<file path="src/rtl/dmac_pkg.sv">
package dmac_pkg;

    typedef enum logic [1:0] {
        ST_IDLE = 2'd0,
        ST_RD   = 2'd1,
        ST_WR   = 2'd2
    } bus_st_e;

    localparam logic [2:0] F_SRC = 3'd0;
    localparam logic [2:0] F_DST = 3'd1;
    localparam logic [2:0] F_RLD = 3'd2;
    localparam logic [2:0] F_CTL = 3'd3;
    localparam logic [2:0] F_CNT = 3'd4;

    // control word, bit 0 is the enable
    typedef struct packed {
        logic dfwd;
        logic sfwd;
        logic word;
        logic rpt;
        logic en;
    } ctl_t;

endpackage

</file>
<file path="src/rtl/dmac_arb.sv">
module dmac_arb #(
    parameter int NCH = 2
) (
    input  logic [NCH-1:0] pend,
    output logic [NCH-1:0] gnt
);
    // lowest index wins: scan downward so the last hit is the lowest
    always_comb begin
        gnt = '0;
        for (int i = NCH - 1; i >= 0; i--) begin
            if (pend[i]) gnt = NCH'(1) << i;
        end
    end
endmodule

</file>
<file path="src/rtl/dmac_chan.sv">
module dmac_chan
    import dmac_pkg::*;
#(
    parameter int AW = 20,
    parameter int CW = 16,
    parameter int DW = 20
) (
    input  logic          clk,
    input  logic          rst_n,
    input  logic          wr_en,
    input  logic [2:0]    field,
    input  logic [DW-1:0] wr_data,
    input  logic          req,
    input  logic          take,
    input  logic          done,
    output logic [DW-1:0] rd_data,
    output logic          pend,
    output logic [AW-1:0] src_addr,
    output logic [AW-1:0] dst_addr,
    output logic          word,
    output logic          irq
);
    typedef struct packed {
        logic [AW-1:0] src_prog;
        logic [AW-1:0] dst_prog;
        logic [AW-1:0] work;
        logic [CW-1:0] reload;
        logic [CW-1:0] count;
        ctl_t          ctl;
        logic          first;
        logic          pend;
        logic          irq;
    } chan_t;

    chan_t d_d, d_q;
    logic [AW-1:0] cur_fwd;
    logic [CW-1:0] eff;
    logic          under;
    logic          ctl_wr;

    always_comb begin
        cur_fwd = d_q.first ? (d_q.ctl.sfwd ? d_q.src_prog : d_q.dst_prog) : d_q.work;
        eff     = d_q.first ? d_q.reload : d_q.count;
        under   = (eff == '0);
        ctl_wr  = wr_en && (field == F_CTL);

        d_d     = d_q;
        d_d.irq = 1'b0;
        d_d.pend = d_q.ctl.en & ((d_q.pend & ~take) | req);

        if (done) begin
            d_d.first = 1'b0;
            d_d.work  = cur_fwd + (d_q.ctl.word ? AW'(2) : AW'(1));
            d_d.count = eff - CW'(1);
            if (under) begin
                d_d.irq = 1'b1;
                if (d_q.ctl.rpt) d_d.count  = d_q.reload;
                else             d_d.ctl.en = 1'b0;
            end
        end

        if (wr_en) begin
            case (field)
                F_SRC: d_d.src_prog = wr_data[AW-1:0];
                F_DST: d_d.dst_prog = wr_data[AW-1:0];
                F_RLD: d_d.reload   = wr_data[CW-1:0];
                F_CTL: begin
                    if (!(wr_data[4] && wr_data[3])) begin
                        d_d.ctl = ctl_t'(wr_data[4:0]);
                        if (wr_data[0] && !d_q.ctl.en) d_d.first = 1'b1;
                    end
                end
                default: ;
            endcase
        end
    end

    always_ff @(posedge clk or negedge rst_n) begin
        if (!rst_n) d_q <= '0;
        else        d_q <= d_d;
    end

    always_comb begin
        case (field)
            F_SRC:   rd_data = DW'(d_q.src_prog);
            F_DST:   rd_data = DW'(d_q.dst_prog);
            F_RLD:   rd_data = DW'(d_q.reload);
            F_CTL:   rd_data = DW'(d_q.ctl);
            F_CNT:   rd_data = DW'(d_q.count);
            default: rd_data = '0;
        endcase
    end

    assign pend     = d_q.pend;
    assign word     = d_q.ctl.word;
    assign irq      = d_q.irq;
    assign src_addr = d_q.ctl.sfwd ? cur_fwd : d_q.src_prog;
    assign dst_addr = d_q.ctl.dfwd ? cur_fwd : d_q.dst_prog;

    a_r5_no_both_fwd: assert property (@(posedge clk) disable iff (!rst_n)
        !(d_q.ctl.sfwd && d_q.ctl.dfwd));
    a_r8_irq_one_cycle: assert property (@(posedge clk) disable iff (!rst_n)
        d_q.irq |=> !d_q.irq);
    a_r6_single_stops: assert property (@(posedge clk) disable iff (!rst_n)
        (done && under && !d_q.ctl.rpt && !ctl_wr) |=> !d_q.ctl.en);
    a_r7_repeat_stays: assert property (@(posedge clk) disable iff (!rst_n)
        (done && under && d_q.ctl.rpt && !ctl_wr) |=> (d_q.ctl.en && d_q.count == $past(d_q.reload)));
    a_r10_disabled_drop: assert property (@(posedge clk) disable iff (!rst_n)
        !d_q.ctl.en |=> !d_q.pend);
endmodule

</file>
<file path="src/rtl/dmac_top.sv">
module dmac_top
    import dmac_pkg::*;
#(
    parameter int NCH = 2,
    parameter int AW  = 20,
    parameter int CW  = 16,
    localparam int CHW = $clog2(NCH),
    localparam int RAW = CHW + 3,
    localparam int DW  = (AW > CW) ? AW : CW
) (
    input  logic           clk,
    input  logic           rst_n,
    input  logic           reg_we,
    input  logic [RAW-1:0] reg_addr,
    input  logic [DW-1:0]  reg_wdata,
    output logic [DW-1:0]  reg_rdata,
    input  logic [NCH-1:0] dma_req,
    output logic           bus_req,
    output logic [AW-1:0]  bus_addr,
    output logic           bus_wr,
    output logic           bus_word,
    output logic [15:0]    bus_wdata,
    input  logic [15:0]    bus_rdata,
    input  logic           bus_gnt,
    output logic [NCH-1:0] dma_irq
);
    typedef struct packed {
        bus_st_e       st;
        logic [CHW-1:0] ch;
        logic [AW-1:0] src;
        logic [AW-1:0] dst;
        logic          word;
        logic [15:0]   data;
    } eng_t;

    eng_t e_d, e_q;

    logic [NCH-1:0] pend, gnt, take, done;
    logic [AW-1:0]  src_a [NCH];
    logic [AW-1:0]  dst_a [NCH];
    logic           word_a [NCH];
    logic [DW-1:0]  rd_a [NCH];
    logic [CHW-1:0] sel;

    dmac_arb #(.NCH(NCH)) u_arb (.pend(pend), .gnt(gnt));

    for (genvar i = 0; i < NCH; i++) begin : g_ch
        dmac_chan #(.AW(AW), .CW(CW), .DW(DW)) u_ch (
            .clk      (clk),
            .rst_n    (rst_n),
            .wr_en    (reg_we && (reg_addr[RAW-1:3] == CHW'(i))),
            .field    (reg_addr[2:0]),
            .wr_data  (reg_wdata),
            .req      (dma_req[i]),
            .take     (take[i]),
            .done     (done[i]),
            .rd_data  (rd_a[i]),
            .pend     (pend[i]),
            .src_addr (src_a[i]),
            .dst_addr (dst_a[i]),
            .word     (word_a[i]),
            .irq      (dma_irq[i])
        );
    end

    always_comb begin
        sel = '0;
        for (int i = 0; i < NCH; i++) begin
            if (gnt[i]) sel = CHW'(i);
        end
    end

    always_comb begin
        e_d  = e_q;
        take = '0;
        done = '0;
        case (e_q.st)
            ST_IDLE: begin
                if (|pend) begin
                    take     = gnt;
                    e_d.st   = ST_RD;
                    e_d.ch   = sel;
                    e_d.src  = src_a[sel];
                    e_d.dst  = dst_a[sel];
                    e_d.word = word_a[sel];
                end
            end
            ST_RD: begin
                if (bus_gnt) begin
                    e_d.data = e_q.word ? bus_rdata : {8'h00, bus_rdata[7:0]};
                    e_d.st   = ST_WR;
                end
            end
            ST_WR: begin
                if (bus_gnt) begin
                    done[e_q.ch] = 1'b1;
                    e_d.st       = ST_IDLE;
                end
            end
            default: e_d.st = ST_IDLE;
        endcase
    end

    always_ff @(posedge clk or negedge rst_n) begin
        if (!rst_n) e_q <= '0;
        else        e_q <= e_d;
    end

    assign bus_req   = (e_q.st != ST_IDLE);
    assign bus_wr    = (e_q.st == ST_WR);
    assign bus_addr  = (e_q.st == ST_WR) ? e_q.dst : e_q.src;
    assign bus_word  = e_q.word;
    assign bus_wdata = e_q.data;
    assign reg_rdata = rd_a[reg_addr[RAW-1:3]];

    a_r1_ch0_first: assert property (@(posedge clk) disable iff (!rst_n)
        (e_q.st == ST_IDLE && pend[0]) |=> (e_q.st == ST_RD && e_q.ch == '0));
    a_r2_read_then_write: assert property (@(posedge clk) disable iff (!rst_n)
        (bus_req && bus_gnt && !bus_wr) |=> (bus_req && bus_wr));
    a_r2_release: assert property (@(posedge clk) disable iff (!rst_n)
        (bus_req && bus_gnt && bus_wr) |=> !bus_req);
endmodule

</file>
<file path="config.mk">
export PLATFORM = sky130hd
export DESIGN_NAME = dmac_top
export DESIGN_NICKNAME = d
export VERILOG_FILES = /design/src/rtl/dmac_pkg.sv /design/src/rtl/dmac_arb.sv /design/src/rtl/dmac_chan.sv /design/src/rtl/dmac_top.sv
export SDC_FILE = /design/constraint.sdc
export NUM_CORES = 1
export LEC_CHECK = 0
export BUFFER_PORTS_ARGS = -buffer_cell sky130_fd_sc_hd__buf_2
export CORE_AREA = 4 4 173 175
export CTS_BUF_LIST = sky130_fd_sc_hd__clkbuf_4 sky130_fd_sc_hd__clkbuf_8
export DETAILED_ROUTE_END_ITERATION = 8
export DIE_AREA = 0 0 177 179
export PLACE_DENSITY = 0.77
export SKIP_LAST_GASP = 1
export SLEW_MARGIN = 20
export SYNTH_ARGS = -nofsm -noshare
export SYNTH_HDL_FRONTEND = slang
export SYNTH_SLANG_ARGS = --single-unit
</file>
<file path="constraint.sdc">
create_clock -name clk -period 3.4 [get_ports clk]
set_input_delay 0.34 -clock clk [delete_from_list [all_inputs] [get_ports clk]]
set_output_delay 0.34 -clock clk [all_outputs]
set_load 0.05 [all_outputs]
</file>
* After elaboration in Yosys (flattened, before gate mapping) *
Index checks and enable logic that the tools add are counted.
Widths: inputs -> output; s select.

storage, ports and cells
  output and inout port bits = 61
  register bits = 260

operators by class
  muxes and demuxes = 63
  equality and inequality tests = 9
  add/subtract/negate cells = 4
  reductions and logical operators = 25
  order comparisons = 4
  bitwise gates (word level) = 12

operators by type and width
  cell                   number
  $mux 20                18
  $pmux 20 s5            2
  $mux 16                7
  $mux 44                1
  $add 20x20->20         2
  $mux 2                 18
  $logic_not 16->1       2
  $sub 16x1->16 const B  2
  $reduce_and 2->1       8
  $mux 1                 15
  $reduce_and 3->1       3
  $eq 3x2->1 const B     2
  $logic_and 1x1->1      6
  $pmux 2 s3             1
  $and 1x1->1            4
  $ge 2x2->1 const B     2
  $ne 2x2->1 const B     2
  $not 1->1              4
  $not 1->2              2
  $eq 3x1->1 const B     1
  $eq 3x3->1 const B     1
  $logic_not 3->1        1
  $eq 2x1->1 const B     1
  $eq 2x2->1 const B     1
  other kinds (9)        11

* Depth between registers and ports, before layout *
Gate-level depths: netlist of run 1.

  depth in word-level cells = 11
  depth in mapped cells = 16
  depth with buffers taken out = 10

* Hierarchy *
Synthesis of run 1 repeated with hierarchy kept, for this count alone.

unflattened totals
  cells, all modules = 1662
  area, all modules = 16938.7 um2

by module, submodules not included
  module                    seq. area each (um2)  instances  area an instance (um2)  cells each
  dmac_chan (g_ch[1].u_ch)  2502.4                1          6671.4                  698
  dmac_chan (g_ch[0].u_ch)  2502.4                1          6646.4                  698
  dmac_top                  1501.4                1          3599.7                  264
  dmac_arb                  0.0                   1          21.3                    2

* Worst setup path after synthesis of run 1 *
OpenSTA, ideal clock, no wires.

  path kind = flip-flop to flip-flop
  from = reg g_ch[1].u_ch.d_q[2] (netlist name)
  to = reg g_ch[1].u_ch.d_q[19] (netlist name)
  path slack = -0.173 ns
  path buffers = 7
  data arrival time = 3.452 ns
  setup time = 0.121 ns
  cell stages (with the launch flop) = 17
  path through = dfrtp_1 > buf_2 > buf_4 > buf_2 > buf_1 > buf_1 > clkbuf_1 > mux2i_1 > ha_1 > nor3b_1 > and3_1 > o211ai_1 > nand2b_1 > buf_2 > o32ai_1 > a21oi_1 > o22a_1

between the ends
  cells in the longest elaborated chain, start to end = 4
  elaborated cells on any way between the ends = 5

ends and longest elaborated chain
  item                    line             RTL
  start, declared         dmac_chan.sv:35  chan_t d_d, d_q;
  start signal, assigned  dmac_chan.sv:79  if (!rst_n) d_q <= '0;
  start signal, assigned  dmac_chan.sv:80  else d_q <= d_d;
  $mux 16 (*)             dmac_chan.sv:43  eff = d_q.first ? d_q.reload : d_q.count;
  $sub 16x1->16           dmac_chan.sv:54  d_d.count = eff - CW'(1);
  $mux 16                 dmac_chan.sv:57  if (d_q.ctl.rpt) d_d.count = d_q.reload;
  $mux 16 (*)             dmac_chan.sv:55  if (under) begin

Mark *: on every way between the ends. The rest lies on a longest branch, timed or not.
A chain may end at the register's enable or synchronous reset.

* Final worst setup path of run 1 *
  from = reg g_ch[1].u_ch.d_q[3] (netlist name)
  to = out reg_rdata[0]

between the ends
  cells in the longest elaborated chain, start to end = 4

ends and longest elaborated chain
  item                                         line             RTL
  $pmux 20 s5                                  dmac_chan.sv:84  case (field)
  $mux 20 (not written as such) (3 in series)  dmac_top.sv:114  assign reg_rdata = rd_a[reg_addr[RAW-1:3]];
  end, declared                                dmac_top.sv:16   output logic [DW-1:0] reg_rdata,

Every way passes these cells. The select of a mux whose other input is x is not followed.

==> results_tabular.tex, run 1 <==
\begin{tabular}{lr}
\hline
Metric & Value \\
\hline
\multicolumn{2}{l}{\textbf{Layout}} \\
Growth of design area from synthesis to finish & 12.0\% \\
Fin nets & 1884 \\
Final antenna diode count & 0 \\
Proportion of layout cells with a drive suffix above 1 & 24.7\% \\
Utilization after layout & 63.1\% \\
\multicolumn{2}{l}{\textbf{Hold path}} \\
Hold path startpoint & bus\_rdata[7] \\
Number of stages on the worst hold path & 2 \\
Hold Crit Endpoint & bus\_wdata[7]\$\_DFFE\_PN0P\_ \\
Type of the most critical hold path & input port to register \\
\multicolumn{2}{l}{\textbf{STA}} \\
Final Cycle Share & 90.2\% \\
Post-Route Skew & approximately 0.021 ns \\
Hold Violations, Final & 0 \\
Final number of max-transition violations & 0 \\
Tightest hold margin & 0.0148 ns \\
Min Tclk post-route & a little over 3 ns \\
Achievable clock frequency & $\sim$330 MHz \\
Actual slew at the worst max-slew pin & 0.906 ns \\
Worst slew slack as a fraction of its limit & between 30\% and 40\% \\
RSZ-0062 raised after global routing & false \\
Final setup violating endpoints & 0 \\
Final-layout setup total negative slack & 0 ns \\
\multicolumn{2}{l}{\textbf{Place}} \\
Detail Placement HPWL & about 36 mm \\
Final estimated routing congestion in global placement & 0.974 \\
Buffers added on ports & 106 \\
\multicolumn{2}{l}{\textbf{Critical path}} \\
Kind of end point of the critical path & output pin \\
Origin of the critical flop-to-flop path & g\_ch[1].u\_ch.d\_q[2]\$\_DFF\_PN0\_ \\
Cell with the largest stage delay on the worst path & sky130\_fd\_sc\_hd\_\_dfrtp\_1 \\
Crit path DAT & 2.73 ns \\
Critical Path RT & about 3 ns \\
Crit-path cells & mux2\_2 -> a22oi\_1 -> o21ai\_0 -> a21oi\_1 -> a2bb2oi\_1 -> nor2\_1 -> o22a\_1 -> buf\_2 \\
Depth of the worst register-to-register path & 10 \\
Largest stage delay, worst path & about 0.51 ns \\
CP max FO & 4 \\
Register-to-register path setup slack & about 0.47 ns \\
Category of the critical setup timing path & register to output pin \\
End of the worst register-to-register path & g\_ch[1].u\_ch.d\_q[19]\$\_DFFE\_PN0P\_ \\
CP Launch Type & register \\
\multicolumn{2}{l}{\textbf{Power and ir drop}} \\
Worst ir drop on vdd & 0.460 mV \\
Pwr/cell area & between 800 and 900 nW/um2 \\
Leakage power & 0.00804 uW \\
\multicolumn{2}{l}{\textbf{Job}} \\
Max-cap viol count & 0 \\
\multicolumn{2}{l}{\textbf{Logic synthesis}} \\
Dominant combinational cell family by area after synthesis & multiplexers \\
Synth Area in Compound Gates & 15.4\% \\
Simple-gate share of the synthesized area & 15.1\% \\
Share of cell area taken by muxes after synthesis & about a fifth \\
Warning count from the yosys run & 0 \\
Post-synth EDFFs & 0 \\
Number of standard cells after synthesis & approximately 1700 \\
Synthesis-stage register bit count & 260 \\
Number of nets in the synthesized netlist & 1800 \\
Average cell area after synthesis & around 9.2 um2 \\
Synth Area in XOR/XNOR & between 2 and 2.5\% \\
Post-Syn Area & 16000 um2 \\
Main synth FF type & sky130\_fd\_sc\_hd\_\_dfrtp\_1 \\
Ys async rst share & between 90\% and 100\% \\
Count of distinct cell types in the synthesized netlist & a little under 70 \\
Fraction of the mapped netlist area in adder cells & less than 1\% \\
Sequential-to-total area share from yosys stat & 40.6\% \\
\multicolumn{2}{l}{\textbf{CTS}} \\
Maximum root-to-sink buffer count & 3 \\
CTS tree & built \\
Cell at the root of the clock tree & sky130\_fd\_sc\_hd\_\_clkbuf\_8 \\
TritonCTS Sinks & 260 \\
Clock slew at the register clock pins of the worst setup and hold paths & $\sim$0.060 ns \\
Source-to-sink clock delay at the later pin of the worst-skew pair & 0.58 ns \\
H-tree lvl count & 2 \\
Number of buffers added by the clock tree synthesis step & between 40 and 50 \\
\multicolumn{2}{l}{\textbf{Die}} \\
Width of the die & around 180 um \\
Core region area & 28500 um2 \\
Cell row count & 62 \\
Die area & between 30000 and 40000 um2 \\
Vertical extent of the die & $\sim$180 um \\
Initial core utilization & 56.3\% \\
Io pins & $\sim$110 \\
\multicolumn{2}{l}{\textbf{Detailed routing}} \\
Post-DR wirelength/cell & between 20 and 25 um \\
First-iteration detailed-routing DRC count & approximately 1500 \\
Total vias in the final route & 14100 \\
Final routed DRC violation total & 0 \\
Vias per Instance & approximately 6.3 \\
Final WL & just under 50 mm \\
Remaining antenna violation count & 0 \\
Detailed Routing Iterations Pass 1 & 6 \\
\multicolumn{2}{l}{\textbf{Global routing}} \\
Met1 Use GR & a little over two fifths \\
Overall Global Routing Usage & around 31\% \\
Met2 track demand over resource & between 40 and 50\% \\
Met3 routing resource usage after global routing & 5.55\% \\
Wire length of the first global-routing pass & between 70 and 80 mm \\
Pin count of the biggest net entering global routing & 90 \\
Global route overflow & 0 \\
Grt peak-use layer & met2 \\
Vias in the first global route & between 10000 and 15000 \\
Number of antenna violations at the first check in global routing & 1 \\
\multicolumn{2}{l}{\textbf{Outcome}} \\
Result of the run & complete, no violations \\
\hline
\end{tabular}
-- area by class of cell --
| type | count | area (um2) |
|---|---|---|
| fillers | 2391 | 10500 |
| multi-input cells | 1318 | 8820 |
| flip-flops and latches | 260 | 6510 |
| repair buffers | 173 | 1100 |
| clock buffers | 68 | 861 |
| well taps | 384 | 480 |
| inverters | 29 | 109 |
| clock inverters | 10 | 77.6 |
-- synth_stat cells (12+ instances only) --
library cell | number | share of area, %
sky130_fd_sc_hd__mux2i_1 | 124 | 7.7
sky130_fd_sc_hd__buf_1 | 22 | 0.51
sky130_fd_sc_hd__and3_1 | 16 | 0.62
sky130_fd_sc_hd__nand3_1 | 27 | 0.84
sky130_fd_sc_hd__a211oi_1 | 22 | 1.0
sky130_fd_sc_hd__clkbuf_1 | 77 | 1.8
sky130_fd_sc_hd__o211ai_1 | 12 | 0.56
sky130_fd_sc_hd__nor2b_1 | 15 | 0.59
sky130_fd_sc_hd__a21oi_1 | 125 | 3.9
sky130_fd_sc_hd__nand2b_1 | 12 | 0.47
sky130_fd_sc_hd__xor2_1 | 23 | 1.3
sky130_fd_sc_hd__dfrtp_1 | 260 | 41
sky130_fd_sc_hd__buf_4 | 21 | 0.98
sky130_fd_sc_hd__xnor2_1 | 19 | 1.0
sky130_fd_sc_hd__buf_2 | 15 | 0.47
sky130_fd_sc_hd__nand2_1 | 212 | 5.0
sky130_fd_sc_hd__nor2_1 | 162 | 3.8
sky130_fd_sc_hd__inv_1 | 28 | 0.66
sky130_fd_sc_hd__o21ai_0 | 160 | 5.0
sky130_fd_sc_hd__mux2_2 | 188 | 13
sky130_fd_sc_hd__nor3_1 | 25 | 0.78
-- worst max-delay path, delay by kind of cell (launching register included) --
| kind | cells | cell delay, ns |
|---|---|---|
| compound gates | 5 | 1.04 |
| buf+inv | 1 | 0.23 |
| flops | 1 | 0.51 |
| mux | 1 | 0.32 |
| simple gates | 1 | 0.07 |
-- repair_timing --
action / in CTS / in global routing
endpoints found under the hold margin: 86 / 0
buffers inserted: 0 / 0
gates resized for setup: 0 / 0
setup endpoints to repair: 0 / 0
hold buffers: 3 / 0
-- power breakdown --
part           switching (uW)  internal [uW]
logic                    4520           2710
registers                1200           4130
clock network            1300           1690
-- metal layers --
layer	vias up	share of wire [%]
met5	-	0.026
met4	2	3.6
met3	125	9.8
met2	759	45
met1	6863	42
li1	6367	-
-- stage by stage --
step | cells | total power [uW] | worst slack (ns) | area (um2)
detailed placement | 2161 | 12400 | 0.503 | 17000
global placement | 2161 | 12200 | 0.541 | 17000
global route | 2242 | 16500 | 0.234 | 18000
finish | 2242 | 15500 | 0.332 | 18000
floorplan | 1744 | 10300 | 0.0579 | 16000
CTS | 2242 | 15400 | 0.343 | 18000
-- placed cells by master (no fill, tap or decap), types with 6 or more instances in the layout --
cell,netlist,final
sky130_fd_sc_hd__xor2_1,23,23
sky130_fd_sc_hd__nor2_1,162,162
sky130_fd_sc_hd__buf_4,21,60
sky130_fd_sc_hd__ha_1,8,8
sky130_fd_sc_hd__dfrtp_1,260,256
sky130_fd_sc_hd__xnor2_1,19,19
sky130_fd_sc_hd__a21o_1,7,7
sky130_fd_sc_hd__nor3_1,25,25
sky130_fd_sc_hd__o221ai_1,7,7
sky130_fd_sc_hd__buf_2,15,105
sky130_fd_sc_hd__a21oi_1,125,125
sky130_fd_sc_hd__nand3_1,27,26
sky130_fd_sc_hd__mux2_2,188,188
sky130_fd_sc_hd__inv_1,28,28
sky130_fd_sc_hd__o211ai_1,12,12
sky130_fd_sc_hd__clkbuf_4,0,12
sky130_fd_sc_hd__nand4_1,7,7
sky130_fd_sc_hd__a221oi_1,7,7
sky130_fd_sc_hd__nor3b_1,9,9
sky130_fd_sc_hd__nand2b_1,12,11
sky130_fd_sc_hd__a31oi_1,10,10
sky130_fd_sc_hd__o21ai_0,160,159
sky130_fd_sc_hd__a22o_1,6,6
sky130_fd_sc_hd__and2_1,8,8
sky130_fd_sc_hd__mux2i_1,124,124
sky130_fd_sc_hd__or3_1,10,10
sky130_fd_sc_hd__clkbuf_8,0,56
sky130_fd_sc_hd__nand2_1,212,212
sky130_fd_sc_hd__clkinv_2,0,8
sky130_fd_sc_hd__nor4_1,7,7
sky130_fd_sc_hd__a211oi_1,22,22
sky130_fd_sc_hd__and3_1,16,16
sky130_fd_sc_hd__nor2b_1,15,14
-- worst max-delay path by stage --
stage	end	cells past startpoint	slack (ns)	startpoint
2_1_floorplan	g_ch[1].u_ch.d_q[19]$_DFFE_PN0P_	16	0.06	g_ch[1].u_ch.d_q[2]$_DFF_PN0_
3_3_place_gp	g_ch[0].u_ch.d_q[17]$_DFFE_PN0P_	7	0.54	g_ch[0].u_ch.d_q[2]$_DFF_PN0_
3_5_place_dp	g_ch[1].u_ch.d_q[23]$_DFFE_PN0P_	8	0.50	g_ch[1].u_ch.d_q[2]$_DFF_PN0_
4_1_cts	reg_rdata[0]	8	0.34	g_ch[1].u_ch.d_q[3]$_DFF_PN0_
5_1_grt	g_ch[1].u_ch.d_q[58]$_DFFE_PN0P_	11	0.23	g_ch[1].u_ch.d_q[2]$_DFF_PN0_
6_report	reg_rdata[0]	8	0.33	g_ch[1].u_ch.d_q[3]$_DFF_PN0_
-- kinds of logic (layout without fill, tap and decap cells) --
kind of cell             count (synthesis)  after routing
AO/OA/AOI/OAI                          415            415
XOR/XNOR                                42             42
adder cells (fa/ha/maj)                 10             10
buffers and inverters                  166            280
flip-flops                             260            260
multiplexers                           314            314
AND/OR/NAND/NOR                        537            537
-- state kept, by name, summed over array words and instances, names as in the netlist --
signal and count:
g_ch.u_ch.d_q 194, e_q 43, bus_wdata 16, g_ch.u_ch.irq 2, g_ch.u_ch.pend 2, g_ch.u_ch.word 2, bus_word 1
Note: power is estimated with default switching activity, not from simulation.
==> run 2: changes to the inputs <==
- PLACE_DENSITY: 0.77 -> 0.78
==> results_tabular.tex, run 2 (synthesis results as in run 1) <==
\begin{tabular}{lr}
\hline
Metric & Value \\
\hline
\multicolumn{2}{l}{\textbf{Outcome}} \\
Result of the run & complete, no violations \\
\multicolumn{2}{l}{\textbf{Layout}} \\
Most frequent cells in the layout & 256 x sky130\_fd\_sc\_hd\_\_dfrtp\_1, 212 x sky130\_fd\_sc\_hd\_\_nand2\_1, 188 x sky130\_fd\_sc\_hd\_\_mux2\_2 \\
Utilization after layout & 63.6\% (+0.52 points) \\
Leading cell type in the layout, fill and taps excluded & sky130\_fd\_sc\_hd\_\_dfrtp\_1 \\
Growth of design area from synthesis to finish & 12.9\% \\
Proportion of layout cells with a drive suffix above 1 & 24.7\% (about the same) \\
Final-layout fill cell count & 2412 (+0.88\%) \\
Final antenna diode count & 0 (unchanged) \\
Number of flip-flops under the largest register name & 194 (unchanged) \\
Fin nets & 1885 (+0.053\%) \\
Register ranked first by flip-flop count & g\_ch.u\_ch.d\_q \\
\multicolumn{2}{l}{\textbf{Power and ir drop}} \\
Sw frac & 44.2\% (-0.96 points) \\
Part of the total power dissipated in the clock network & 21.6\% (+2.4 points) \\
Power dissipated by switching net loads & 7010 uW (-0.13\%) \\
Sequential fraction of design power & 33.8\% (-0.5 points) \\
Internal & 8850 uW (+3.8\%) \\
Worst ir drop on vdd & 0.542 mV (+18\%) \\
Pwr/cell area & 876 nW/um2 (+1.2\%) \\
Combinational share of power & 44.6\% (-1.9 points) \\
Leakage power & 0.00811 uW (+0.81\%) \\
\multicolumn{2}{l}{\textbf{Detailed routing}} \\
Remaining antenna violation count & 0 (unchanged) \\
Detailed Routing Iterations Pass 1 & 7 (+1) \\
Met2 wire length & 21.9 mm (-1.9\%) \\
Sum of met3 wire segment lengths after detailed routing & 5.30 mm (+8.5\%) \\
Topmost layer with routed signal wires & met4 \\
First-iteration detailed-routing DRC count & 1387 (-6.2\%) \\
Total vias in the final route & 14000 (-0.98\%) \\
Final routed DRC violation total & 0 (unchanged) \\
Post-DR wirelength/cell & 21.7 um (-2.3\%) \\
Vias per Instance & 6.21 (-1.3\%) \\
Detailed-routing wirelength on met1 & 19.8 mm (-4.4\%) \\
Final WL & 48.7 mm (-2.0\%) \\
\multicolumn{2}{l}{\textbf{STA}} \\
Final setup violating endpoints & 0 (unchanged) \\
Hold Violations, Final & 0 (unchanged) \\
Final WS setup & 0.188 ns (-0.144 ns) \\
Actual slew at the worst max-slew pin & 0.876 ns (-0.0306 ns) \\
Worst slew slack as a fraction of its limit & 41.4\% (+2.0 points) \\
Final-layout setup total negative slack & 0 ns (unchanged) \\
Post-Route Skew & 0.0264 ns (+0.00514 ns) \\
Min Tclk post-route & 3.21 ns (+0.144 ns) \\
RSZ-0062 raised after global routing & false \\
Final Cycle Share & 94.5\% (+4.2 points) \\
Final number of max-transition violations & 0 (unchanged) \\
Tightest hold margin & 0.0249 ns (+0.0101 ns) \\
Achievable clock frequency & 311 MHz (-4.5\%) \\
\multicolumn{2}{l}{\textbf{Job}} \\
Max-cap viol count & 0 (unchanged) \\
\multicolumn{2}{l}{\textbf{Die}} \\
Cell row count & 62 (unchanged) \\
Core region area & 28500 um2 (unchanged) \\
Die area & 31700 um2 (unchanged) \\
Io pins & 107 (unchanged) \\
Width of the die & 177 um (unchanged) \\
Initial core utilization & 56.3\% (unchanged) \\
Vertical extent of the die & 179 um (unchanged) \\
\multicolumn{2}{l}{\textbf{CTS}} \\
Source-to-sink clock delay at the later pin of the worst-skew pair & 0.58 ns (about the same) \\
Cell at the root of the clock tree & sky130\_fd\_sc\_hd\_\_clkbuf\_8 \\
H-tree lvl count & 2 (unchanged) \\
TritonCTS Sinks & 260 (unchanged) \\
Maximum root-to-sink buffer count & 3 (unchanged) \\
Number of buffers inserted by post-CTS setup repair & 0 (unchanged) \\
Number of buffers added by the clock tree synthesis step & 47 (+2.2\%) \\
Clock slew at the register clock pins of the worst setup and hold paths & 0.06 ns (about the same) \\
CTS tree & built \\
\multicolumn{2}{l}{\textbf{Global routing}} \\
Number of antenna violations at the first check in global routing & 0 (-1) \\
Global route overflow & 0 (unchanged) \\
Overall Global Routing Usage & 30.6\% (-0.43 points) \\
Vias in the first global route & 13600 (-0.059\%) \\
Wire length of the first global-routing pass & 75.7 mm (-1.2\%) \\
Pin count of the biggest net entering global routing & 97 (+7.8\%) \\
\multicolumn{2}{l}{\textbf{Critical path}} \\
Largest stage delay, worst path & 0.46 ns (-0.05 ns) \\
CP max FO & 19 (+15) \\
CP Launch Type & register \\
Category of the critical setup timing path & register to output pin \\
Cell with the largest stage delay on the worst path & sky130\_fd\_sc\_hd\_\_dfrtp\_2 \\
Buf+Inv Stages, Crit Path & 4 (+3) \\
Register-to-register path setup slack & 0.28 ns (-0.19 ns) \\
Crit-path cells & buf\_4 -> buf\_4 -> inv\_1 -> o22ai\_1 -> nor3\_1 -> a21oi\_1 -> buf\_2 \\
Crit path DAT & 2.87 ns (+0.14 ns) \\
Critical Path RT & 3.06 ns (about the same) \\
Largest delay share family, worst path & buffers and inverters \\
Kind of end point of the critical path & output pin \\
Cell type with the highest occurrence count on the critical path & sky130\_fd\_sc\_hd\_\_buf\_4 \\
\multicolumn{2}{l}{\textbf{Place}} \\
Worst setup timing slack at the placement stage & 0.367 ns (-0.136 ns) \\
Final estimated routing congestion in global placement & 0.951 (-2.3\%) \\
Detail Placement HPWL & 35.4 mm (-2.4\%) \\
Buffers added on ports & 106 (unchanged) \\
\multicolumn{2}{l}{\textbf{Hold path}} \\
Type of the most critical hold path & input port to register \\
\hline
\end{tabular}
run 2: cell count changes in the layout (fill, tap and decap cells not counted), sizes merged:
cell,change
buf,-5
bufinv,+4
clkbuf,+5
clkinv,-2
dlygate4sd3,+5
run 2: per-layer routing:
| metal | vias to the layer above | track usage, % |
|---|---|---|
| li1 | 6398 | - |
| met1 | 6721 | 41.1 |
| met2 | 736 | 49.1 |
| met3 | 122 | 7.34 |
| met4 | 0 | 10.3 |
| met5 | - | 0 |
run 2: repair_timing:
item | CTS | global route
gates resized for setup | 0 | 0
hold endpoints to repair | 99 | 0
hold buffers | 8 | 0
run 2: through the flow:
step | cells | total power [uW] | cell area (um2)
after global placement | 2156 | 12100 | 16900
after global routing | 2249 | 16800 | 18100
after CTS | 2249 | 15800 | 18100
final | 2249 | 15900 | 18100
after detailed placement | 2156 | 12300 | 16900
after floorplan | 1744 | 10300 | 16000
run 2: final cells by class:
type	instances	area, um2	area share [%]
Multi-Input combinational cell	1318	8820	48.7
Clock buffer	73	911	5.03
Sequential cell	260	6510	36.0
Tap cell	384	480	2.65
Inverter	29	109	0.601
Timing Repair Buffer	173	1090	6.01
Clock inverter	12	188	1.04
run 2: path summary, 6_finish.rpt:
path,from,endpoint,cells after the start
max,g_ch[0].u_ch.d_q[6]$_DFFE_PN0P_,reg_rdata[3],7
min,bus_rdata[5],bus_wdata[5]$_DFFE_PN0P_,2
max reg2reg,g_ch[0].u_ch.d_q[2]$_DFF_PN0_,g_ch[0].u_ch.d_q[56]$_DFFE_PN0P_,10
min reg2reg,e_q[39]$_DFFE_PN0P_,e_q[39]$_DFFE_PN0P_,2
max in group asynchronous,rst_n,g_ch[0].u_ch.d_q[27]$_DFFE_PN0P_,3
min in group asynchronous,rst_n,e_q[17]$_DFFE_PN0P_,2
run 2: power by group through the flow:
stage	clock network [uW]	registers [uW]	logic [uW]
final	3430	5350	7080
after detailed placement	0	5340	6940
after global placement	0	5290	6790
after CTS	3460	5300	7000
after global routing	3600	5460	7720
after floorplan	0	4780	5480
